==> src/rtl/eicg_pkg.sv <==
package eicg_pkg;

    localparam int W       = 24;
    localparam int XW      = 12;
    localparam int NCOMP   = 3;
    localparam int NLANE   = 4;
    localparam int CW      = $clog2(NCOMP);
    localparam int LW      = $clog2(NLANE);
    localparam int INV_MAX = 4 * W + 4;
    localparam int STEP_W  = $clog2(INV_MAX + 2);

    typedef logic [W-1:0]   word_t;
    typedef logic [2*W-1:0] dword_t;

    typedef struct packed {
        word_t modulus;
        word_t mult;
        word_t scale;
        word_t incr;
    } comp_cfg_t;

    function automatic comp_cfg_t comp_cfg(input logic [CW-1:0] k);
        comp_cfg_t c;
        unique case (k)
            CW'(0):  c = '{modulus: W'(16777213), mult: W'(7),  scale: W'(24),   incr: '0};
            CW'(1):  c = '{modulus: W'(16777199), mult: W'(11), scale: W'(1753), incr: '0};
            default: c = '{modulus: W'(16777183), mult: W'(13), scale: W'(3969), incr: '0};
        endcase
        return c;
    endfunction

    // Reduction for a modulus just below 2^W: fold the high part back
    // in with weight 2^W - m, three times, then one conditional subtract.
    function automatic word_t fold(input dword_t v, input word_t m);
        dword_t d;
        dword_t lo_mask;
        dword_t t;
        d       = (dword_t'(1) << W) - dword_t'(m);
        lo_mask = (dword_t'(1) << W) - dword_t'(1);
        t       = v;
        for (int i = 0; i < 3; i++) begin
            t = ((t >> W) * d) + (t & lo_mask);
        end
        if (t >= dword_t'(m)) begin
            t = t - dword_t'(m);
        end
        return t[W-1:0];
    endfunction

    function automatic word_t addmod(input word_t a, input word_t b, input word_t m);
        logic [W:0] s;
        s = {1'b0, a} + {1'b0, b};
        if (s >= {1'b0, m}) begin
            s = s - {1'b0, m};
        end
        return s[W-1:0];
    endfunction

endpackage

==> src/rtl/eicg_index.sv <==
module eicg_index
    import eicg_pkg::*;
(
    input  logic [XW-1:0] px,
    input  logic [XW-1:0] py,
    input  word_t         cnt,
    input  logic [LW-1:0] lane,
    input  word_t         modulus,
    input  word_t         scale,
    output word_t         idx
);

    word_t pos_r;
    word_t scaled;
    word_t cnt_l;

    always_comb begin
        pos_r  = fold((dword_t'(py) << XW) | dword_t'(px), modulus);
        scaled = fold(dword_t'(pos_r) * dword_t'(scale), modulus);
        cnt_l  = addmod(cnt, word_t'(lane), modulus);
        idx    = addmod(scaled, cnt_l, modulus);
    end

endmodule

==> src/rtl/eicg_frac.sv <==
module eicg_frac
    import eicg_pkg::*;
(
    input  word_t inv,
    input  word_t mult,
    input  word_t incr,
    input  word_t modulus,
    output word_t frac
);

    word_t  t;
    word_t  d;
    dword_t sd;
    dword_t q0;
    dword_t rem;
    dword_t q;

    // frac = floor(t * 2^W / m) = t + floor(t * d / m), with d = 2^W - m
    always_comb begin
        t   = addmod(fold(dword_t'(mult) * dword_t'(inv), modulus), incr, modulus);
        d   = word_t'((dword_t'(1) << W) - dword_t'(modulus));
        sd  = dword_t'(t) * dword_t'(d);
        q0  = sd >> W;
        rem = sd - q0 * dword_t'(modulus);
        q   = (rem >= dword_t'(modulus)) ? q0 + dword_t'(1) : q0;
        frac = t + q[W-1:0];
    end

endmodule

==> src/rtl/eicg_modinv.sv <==
module eicg_modinv
    import eicg_pkg::*;
(
    input  logic  clk,
    input  logic  rst_n,
    input  logic  go,
    input  word_t operand,
    input  word_t modulus,
    output logic  busy,
    output logic  done,
    output word_t result
);

    typedef enum logic [1:0] {I_IDLE, I_RUN, I_DONE} inv_state_e;

    inv_state_e        st, st_nx;
    word_t             u, v, x1, x2, m_q, op_q;
    logic [STEP_W-1:0] steps;

    function automatic word_t half_mod(input word_t x, input word_t m);
        logic [W:0] s;
        s = x[0] ? ({1'b0, x} + {1'b0, m}) : {1'b0, x};
        return s[W:1];
    endfunction

    function automatic word_t sub_mod(input word_t a, input word_t b, input word_t m);
        logic [W:0] s;
        s = (a >= b) ? ({1'b0, a} - {1'b0, b}) : ({1'b0, a} + {1'b0, m} - {1'b0, b});
        return s[W-1:0];
    endfunction

    always_ff @(posedge clk or negedge rst_n) begin
        if (!rst_n) st <= I_IDLE;
        else        st <= st_nx;
    end

    always_comb begin
        st_nx = st;
        unique case (st)
            I_IDLE: if (go) st_nx = (operand == '0) ? I_DONE : I_RUN;
            I_RUN:  if (u == W'(1) || v == W'(1)) st_nx = I_DONE;
            I_DONE: st_nx = I_IDLE;
            default: st_nx = I_IDLE;
        endcase
    end

    always_comb begin
        busy = (st != I_IDLE);
        done = (st == I_DONE);
    end

    // Invariants: x1*op = u and x2*op = v (mod m)
    always_ff @(posedge clk or negedge rst_n) begin
        if (!rst_n) begin
            u <= '0; v <= '0; x1 <= '0; x2 <= '0;
            m_q <= '0; op_q <= '0; result <= '0; steps <= '0;
        end else begin
            unique case (st)
                I_IDLE: if (go) begin
                    m_q   <= modulus;
                    op_q  <= operand;
                    u     <= operand;
                    v     <= modulus;
                    x1    <= W'(1);
                    x2    <= '0;
                    steps <= '0;
                    if (operand == '0) result <= '0;
                end
                I_RUN: begin
                    steps <= steps + STEP_W'(1);
                    if (u == W'(1)) begin
                        result <= x1;
                    end else if (v == W'(1)) begin
                        result <= x2;
                    end else if (!u[0]) begin
                        u  <= u >> 1;
                        x1 <= half_mod(x1, m_q);
                    end else if (!v[0]) begin
                        v  <= v >> 1;
                        x2 <= half_mod(x2, m_q);
                    end else if (u >= v) begin
                        u  <= u - v;
                        x1 <= sub_mod(x1, x2, m_q);
                    end else begin
                        v  <= v - u;
                        x2 <= sub_mod(x2, x1, m_q);
                    end
                end
                default: ;
            endcase
        end
    end

    p_inv_steps_r11: assert property (@(posedge clk) disable iff (!rst_n)
        (st == I_RUN) |-> (steps <= STEP_W'(INV_MAX)));

    p_inv_product_r1: assert property (@(posedge clk) disable iff (!rst_n)
        (done && op_q != '0) |->
        ((dword_t'(result) * dword_t'(op_q)) % dword_t'(m_q) == dword_t'(1)));

    p_inv_zero_r2: assert property (@(posedge clk) disable iff (!rst_n)
        (done && op_q == '0) |-> (result == '0));

endmodule

==> src/rtl/eicg_gen.sv <==
module eicg_gen
    import eicg_pkg::*;
(
    input  logic                clk,
    input  logic                rst_n,
    input  logic                start,
    input  logic                quad,
    input  logic [XW-1:0]       px,
    input  logic [XW-1:0]       py,
    input  logic [W-1:0]        cnt0,
    input  logic [W-1:0]        cnt1,
    input  logic [W-1:0]        cnt2,
    output logic                busy,
    output logic                done,
    output logic [NLANE*W-1:0]  rnd,
    output logic [W-1:0]        cnt_next0,
    output logic [W-1:0]        cnt_next1,
    output logic [W-1:0]        cnt_next2
);

    typedef enum logic [2:0] {G_IDLE, G_LOAD, G_WAIT, G_ACCUM, G_FINISH} gen_state_e;

    gen_state_e    st, st_nx;
    logic [XW-1:0] cap_px, cap_py;
    logic          cap_quad;
    word_t         cap_n [NCOMP];
    word_t         in_n  [NCOMP];
    word_t         step_n[NCOMP];
    word_t         nxt   [NCOMP];
    logic [CW-1:0] comp;
    logic [LW-1:0] lane;
    logic [LW-1:0] last_lane;
    word_t         acc, inv_q, cur_n, idx, frac, inv_res, sum;
    comp_cfg_t     cfg;
    logic          accept, inv_go, inv_busy, inv_done;

    assign in_n[0] = cnt0;
    assign in_n[1] = cnt1;
    assign in_n[2] = cnt2;

    always_comb begin
        cfg   = comp_cfg(comp);
        cur_n = cap_n[0];
        for (int k = 0; k < NCOMP; k++) begin
            if (comp == CW'(k)) cur_n = cap_n[k];
        end
        last_lane = cap_quad ? LW'(NLANE - 1) : '0;
        accept    = start && (st == G_IDLE || st == G_FINISH);
        sum       = acc + frac;
    end

    eicg_index i_index (
        .px(cap_px), .py(cap_py), .cnt(cur_n), .lane(lane),
        .modulus(cfg.modulus), .scale(cfg.scale), .idx(idx)
    );

    eicg_modinv i_inv (
        .clk(clk), .rst_n(rst_n), .go(inv_go), .operand(idx),
        .modulus(cfg.modulus), .busy(inv_busy), .done(inv_done), .result(inv_res)
    );

    eicg_frac i_frac (
        .inv(inv_q), .mult(cfg.mult), .incr(cfg.incr),
        .modulus(cfg.modulus), .frac(frac)
    );

    for (genvar k = 0; k < NCOMP; k++) begin : g_step
        comp_cfg_t kc;
        assign kc = comp_cfg(CW'(k));
        assign step_n[k] = addmod(cap_n[k], cap_quad ? W'(NLANE) : W'(1), kc.modulus);
    end

    always_ff @(posedge clk or negedge rst_n) begin
        if (!rst_n) st <= G_IDLE;
        else        st <= st_nx;
    end

    always_comb begin
        st_nx = st;
        unique case (st)
            G_IDLE:   if (accept) st_nx = G_LOAD;
            G_LOAD:   st_nx = G_WAIT;
            G_WAIT:   if (inv_done) st_nx = G_ACCUM;
            G_ACCUM:  st_nx = (comp == CW'(NCOMP - 1) && lane == last_lane) ? G_FINISH : G_LOAD;
            G_FINISH: st_nx = accept ? G_LOAD : G_IDLE;
            default:  st_nx = G_IDLE;
        endcase
    end

    always_comb begin
        busy   = !(st == G_IDLE || st == G_FINISH);
        done   = (st == G_FINISH);
        inv_go = (st == G_LOAD);
    end

    always_ff @(posedge clk or negedge rst_n) begin
        if (!rst_n) begin
            cap_px <= '0; cap_py <= '0; cap_quad <= 1'b0;
            comp <= '0; lane <= '0; acc <= '0; inv_q <= '0; rnd <= '0;
            for (int k = 0; k < NCOMP; k++) begin
                cap_n[k] <= '0;
                nxt[k]   <= '0;
            end
        end else begin
            if (accept) begin
                cap_px   <= px;
                cap_py   <= py;
                cap_quad <= quad;
                for (int k = 0; k < NCOMP; k++) cap_n[k] <= in_n[k];
                comp <= '0;
                lane <= '0;
                acc  <= '0;
                rnd  <= '0;
            end else if (st == G_WAIT && inv_done) begin
                inv_q <= inv_res;
            end else if (st == G_ACCUM) begin
                if (comp == CW'(NCOMP - 1)) begin
                    rnd[lane*W +: W] <= sum;
                    acc  <= '0;
                    comp <= '0;
                    if (lane == last_lane) begin
                        for (int k = 0; k < NCOMP; k++) nxt[k] <= step_n[k];
                    end else begin
                        lane <= lane + LW'(1);
                    end
                end else begin
                    acc  <= sum;
                    comp <= comp + CW'(1);
                end
            end
        end
    end

    assign cnt_next0 = nxt[0];
    assign cnt_next1 = nxt[1];
    assign cnt_next2 = nxt[2];

    p_done_pulse_r7: assert property (@(posedge clk) disable iff (!rst_n)
        done |=> !done);

    p_busy_after_accept_r7: assert property (@(posedge clk) disable iff (!rst_n)
        accept |=> busy);

    p_ignore_start_r8: assert property (@(posedge clk) disable iff (!rst_n)
        (start && busy) |=> ($stable(cap_px) && $stable(cap_py) && $stable(cap_quad)));

    p_idx_range_r1: assert property (@(posedge clk) disable iff (!rst_n)
        (st == G_LOAD) |-> (idx < cfg.modulus));

    p_inv_idle_on_load_r11: assert property (@(posedge clk) disable iff (!rst_n)
        (st == G_LOAD) |-> !inv_busy);

    p_scalar_upper_zero_r4: assert property (@(posedge clk) disable iff (!rst_n)
        (done && !cap_quad) |-> (rnd[NLANE*W-1:W] == '0));

    p_next_range_r6: assert property (@(posedge clk) disable iff (!rst_n)
        done |-> (cnt_next0 < W'(16777213) && cnt_next1 < W'(16777199) && cnt_next2 < W'(16777183)));

endmodule

==> config.mk <==
export PLATFORM = sky130hd
export DESIGN_NAME = eicg_gen
export DESIGN_NICKNAME = d
export VERILOG_FILES = /design/src/rtl/eicg_pkg.sv /design/src/rtl/eicg_index.sv /design/src/rtl/eicg_frac.sv /design/src/rtl/eicg_modinv.sv /design/src/rtl/eicg_gen.sv
export SDC_FILE = /design/constraint.sdc
export NUM_CORES = 2
export LEC_CHECK = 0
export ABC_CLOCK_PERIOD_IN_PS = 39000
export BUFFER_PORTS_ARGS = -buffer_cell sky130_fd_sc_hd__buf_2
export CAP_MARGIN = 20
export CORE_AREA = 2 2 378 380
export CTS_CLUSTER_SIZE = 14
export DETAILED_ROUTE_END_ITERATION = 10
export DIE_AREA = 0 0 380 382
export PLACE_DENSITY_LB_ADDON = 0.2
export SYNTH_ARGS = -nofsm -noshare
export SYNTH_HDL_FRONTEND = slang
export SYNTH_SLANG_ARGS = --single-unit
==> constraint.sdc <==
create_clock -name clk -period 39 [get_ports clk]
set_input_delay 1.95 -clock clk [delete_from_list [all_inputs] [get_ports clk]]
set_output_delay 1.95 -clock clk [all_outputs]
set_load 0.05 [all_outputs]
==> metrics.csv <==
stage,metric,value,unit
cts,h-tree-depth,2,
yosys,ys_top_cells_by_count,"inv_1 (1282), ha_1 (1127), nand2_1 (585)",
cts,cts_sinks,446,
yosys,syn_area_per_cell,8.448,µm²
setup_path,crit_slowest_cell,fa_2,
job,cap_violations,0,
grt,grtUsageMet2,43.80,%
status,outcome,completed,
routing,drt_iter0_drc,3444,
setup_path,cpMostUsedCell,ha_1,
floorplanning,die_area,145200,µm²
final_layout,layout-drive-gt1-share,9.804,%
grt,grt.total_usage,26.20,%
sta,fmax,0.02708,GHz
yosys,syn_inst,7987,
yosys,yosysMostFrequentCell,inv_1,
place,postPlaceCellArea,71150,µm²
yosys,seq_area_frac_synth,16.54,%
setup_path,critPathArrivalTime,37.50,ns
setup_path,startpoint,comp[0]$_DFFE_PN0P_,
setup_path,reg2reg_from,comp[0]$_DFFE_PN0P_,
grt,grt_use_met1,36.16,%
routing,dr_total_vias,56600,
sta,skew,0.07340,ns
routing,via_per_inst,5.579,
yosys,ys.flop_type,dfrtp_1,
floorplanning,dieHeight,382,µm
cts,cts-root-buf,clkbuf_16,
setup_path,slowest_delay,0.63,ns
setup_path,end_kind,register,
grt,top_usage_layer,met2,
yosys,synth_edf_count,0,
place,gp_congestion,0.9340,
setup_path,cp-start-kind,register,
grt,grt_max_degree,158,
grt,met3_usage,2.446,%
floorplanning,core,140900,µm²
setup_path,crit_fanout,8,
yosys,ys_async_sr_fraction,100.0,%
grt,overflow,0,
setup_path,reg2reg_depth,168,
yosys,syn_area,67480,µm²
yosys,yosysWarnings,0,
grt,antenna_found_initial,7,
floorplanning,ioPinCount,270,
setup_path,crit_required,39.57,ns
final_layout,final_area,73690,µm²
cts,clock_latency,0.71,ns
final_layout,area.growth.synth_to_final,9.210,%
place,dp_hpwl,155100,µm
sta,setup_tns,0,ns
sta,relSlewSlack,25.39,%
sta,report.final.slew_viol_count,0,
routing,drt-total-wl,192300,µm
grt,grt_pass1_vias,56580,
cts,cts_buffer_depth,3,
routing,wl_per_cell,18.96,µm
yosys,syn-num-nets,9657,
place,io_buffers,269,
sta,tightestPinTransition,1.115,ns
sta,hold_viol,0,
floorplanning,fp.dieW,380,µm
sta,setup_viol,0,
routing,first_pass_iters,8,
yosys,synth_cell_types,104,
final_layout,final_net_count,9876,
yosys,ys_top_cells_by_area,"ha_1 (21%), dfrtp_1 (17%), fa_1 (13%)",
routing,ant_nets,0,
setup_path,r2r_slack,2.07,ns
setup_path,crit_type,reg -> reg,
cts,tritoncts,built,
sta,min_period,36.93,ns
min_path,hold_class,reg -> reg,
floorplanning,rows,138,
setup_path,reg2reg_to,rnd[61]$_DFFE_PN0P_,
yosys,synth_top_area_cell,ha_1,
cts,numCtsBuffers,55,
min_path,min_path_cells,2,
routing,drc,0,
yosys,yosys.area.top_type_share,20.90,%
sta,final.period_utilization,94.70,%
cts,cts.clk_slew.worst_paths,0.06,ns
setup_path,endpoint,rnd[61]$_DFFE_PN0P_,
grt,grt_pass1_wl,309000,µm
cts,hold_buffers,0,
yosys,synth-seq-cells,446,
floorplanning,start_util,47.89,%
state kept, by name (all words and copies together), names as in the netlist, 3 cells and up:
signal,flops
rnd,96
cap_n,72
acc,24
cnt_next0,24
cnt_next1,24
cnt_next2,24
i_inv.result,24
i_inv.u,24
i_inv.v,24
i_inv.x1,24
i_inv.x2,24
inv_q,24
cap_px,12
cap_py,12
i_inv.m_q,4
st,3
critical path, delay by kind of cell, from the launching register on:
kind                       cells  cell delay, ns
adders and majority gates     42           14.79
and+or+nand+nor               34            6.25
buffers and inverters         19            1.84
muxes                          2            0.46
AOI/OAI and AO/OA             67           12.29
DFF                            1            0.42
xor gates and xnor gates       4            0.71
layer usage:
layer	vias to the layer above	routed length, µm
met1	27390	86870
li1	27510	-
met4	6	5579
met2	1431	90140
met3	265	9704
met5	-	45
layout by cell type, fill, tap and decap left out, types with 23 or more instances in the layout:
master and n:
dfrtp_1 442, o21a_1 44, buf_4 118, nor3_1 154
a21o_1 126, o211ai_1 27, clkbuf_16 55, nor2b_1 87
nand4_1 55, a21oi_1 400, inv_1 1277, a31oi_1 55
buf_2 268, fa_1 441, xnor2_1 333, a22oi_1 24
o21ai_0 434, a21boi_0 30, or2_2 44, mux2_2 158
a211oi_1 49, o21ai_1 23, and2_1 85, a22o_1 95
nor4_1 49, mux2i_1 87, and3_1 52, or3_1 32
nand3_1 151, nand2_1 583, xor2_1 188, nand2b_1 82
o31ai_1 24, ha_1 1125, o22ai_1 35, o21bai_1 64
nor2_1 530
metrics by stage:
| step | hold WS (ns) | utilization [%] | std cells | setup WS, ns |
|---|---|---|---|---|
| global route | 0.4920 | 52.30 | 10150 | -0.1697 |
| CTS | 0.4645 | 51.88 | 10110 | 0.06861 |
| finish | 0.4581 | 52.30 | 10150 | 2.068 |
| floorplan | 0.4490 | - | 7987 | 0.9607 |
| detailed placement | 0.4512 | 50.50 | 10010 | -0.2556 |
| global placement | 0.4478 | 50.49 | 10000 | 0.4101 |
cell families after synthesis:
logic type / after synthesis / synth area share (%)
buffers and inverters: 1525 / 8.491
adders and majority gates: 1571 / 34.06
DFF: 446 / 16.54
AOI/OAI and AO/OA: 1650 / 15.71
muxes: 245 / 3.927
xor gates and xnor gates: 530 / 6.930
and+or+nand+nor: 2020 / 14.35
area by class of cell:
cell class              count  area [µm²]
fillers                 13470       67200
clock buffers              71        1486
diodes                      3       7.507
flip-flops and latches    446       11170
well taps                1890        2365
multi-input cells        6016       50970
clock inverters            32       437.9
repair buffers            400        2417
inverters                1287        4845
how the worst min path moves through the flow:
stage | from | endpoint | slack, ns
2_1_floorplan | st[2]$_DFFE_PN0P_ | st[1]$_DFFE_PN0P_ | 0.45
3_3_place_gp | rnd[11]$_DFFE_PN0P_ | rnd[11]$_DFFE_PN0P_ | 0.45
3_5_place_dp | rnd[11]$_DFFE_PN0P_ | rnd[11]$_DFFE_PN0P_ | 0.45
4_1_cts | rnd[11]$_DFFE_PN0P_ | rnd[11]$_DFFE_PN0P_ | 0.46
5_1_grt | rnd[11]$_DFFE_PN0P_ | rnd[11]$_DFFE_PN0P_ | 0.49
6_report | rnd[11]$_DFFE_PN0P_ | rnd[11]$_DFFE_PN0P_ | 0.46
timing repair:
| action | CTS | global route |
|---|---|---|
| pin swaps | 0 | 21 |
| resized for setup | 4 | 68 |
| setup buffers | 0 | 28 |
| endpoints found under the setup margin | 24 | 103 |
Power is not shown: default switching activity piles up to over one toggle a cycle in this logic, so the estimate is an artifact.
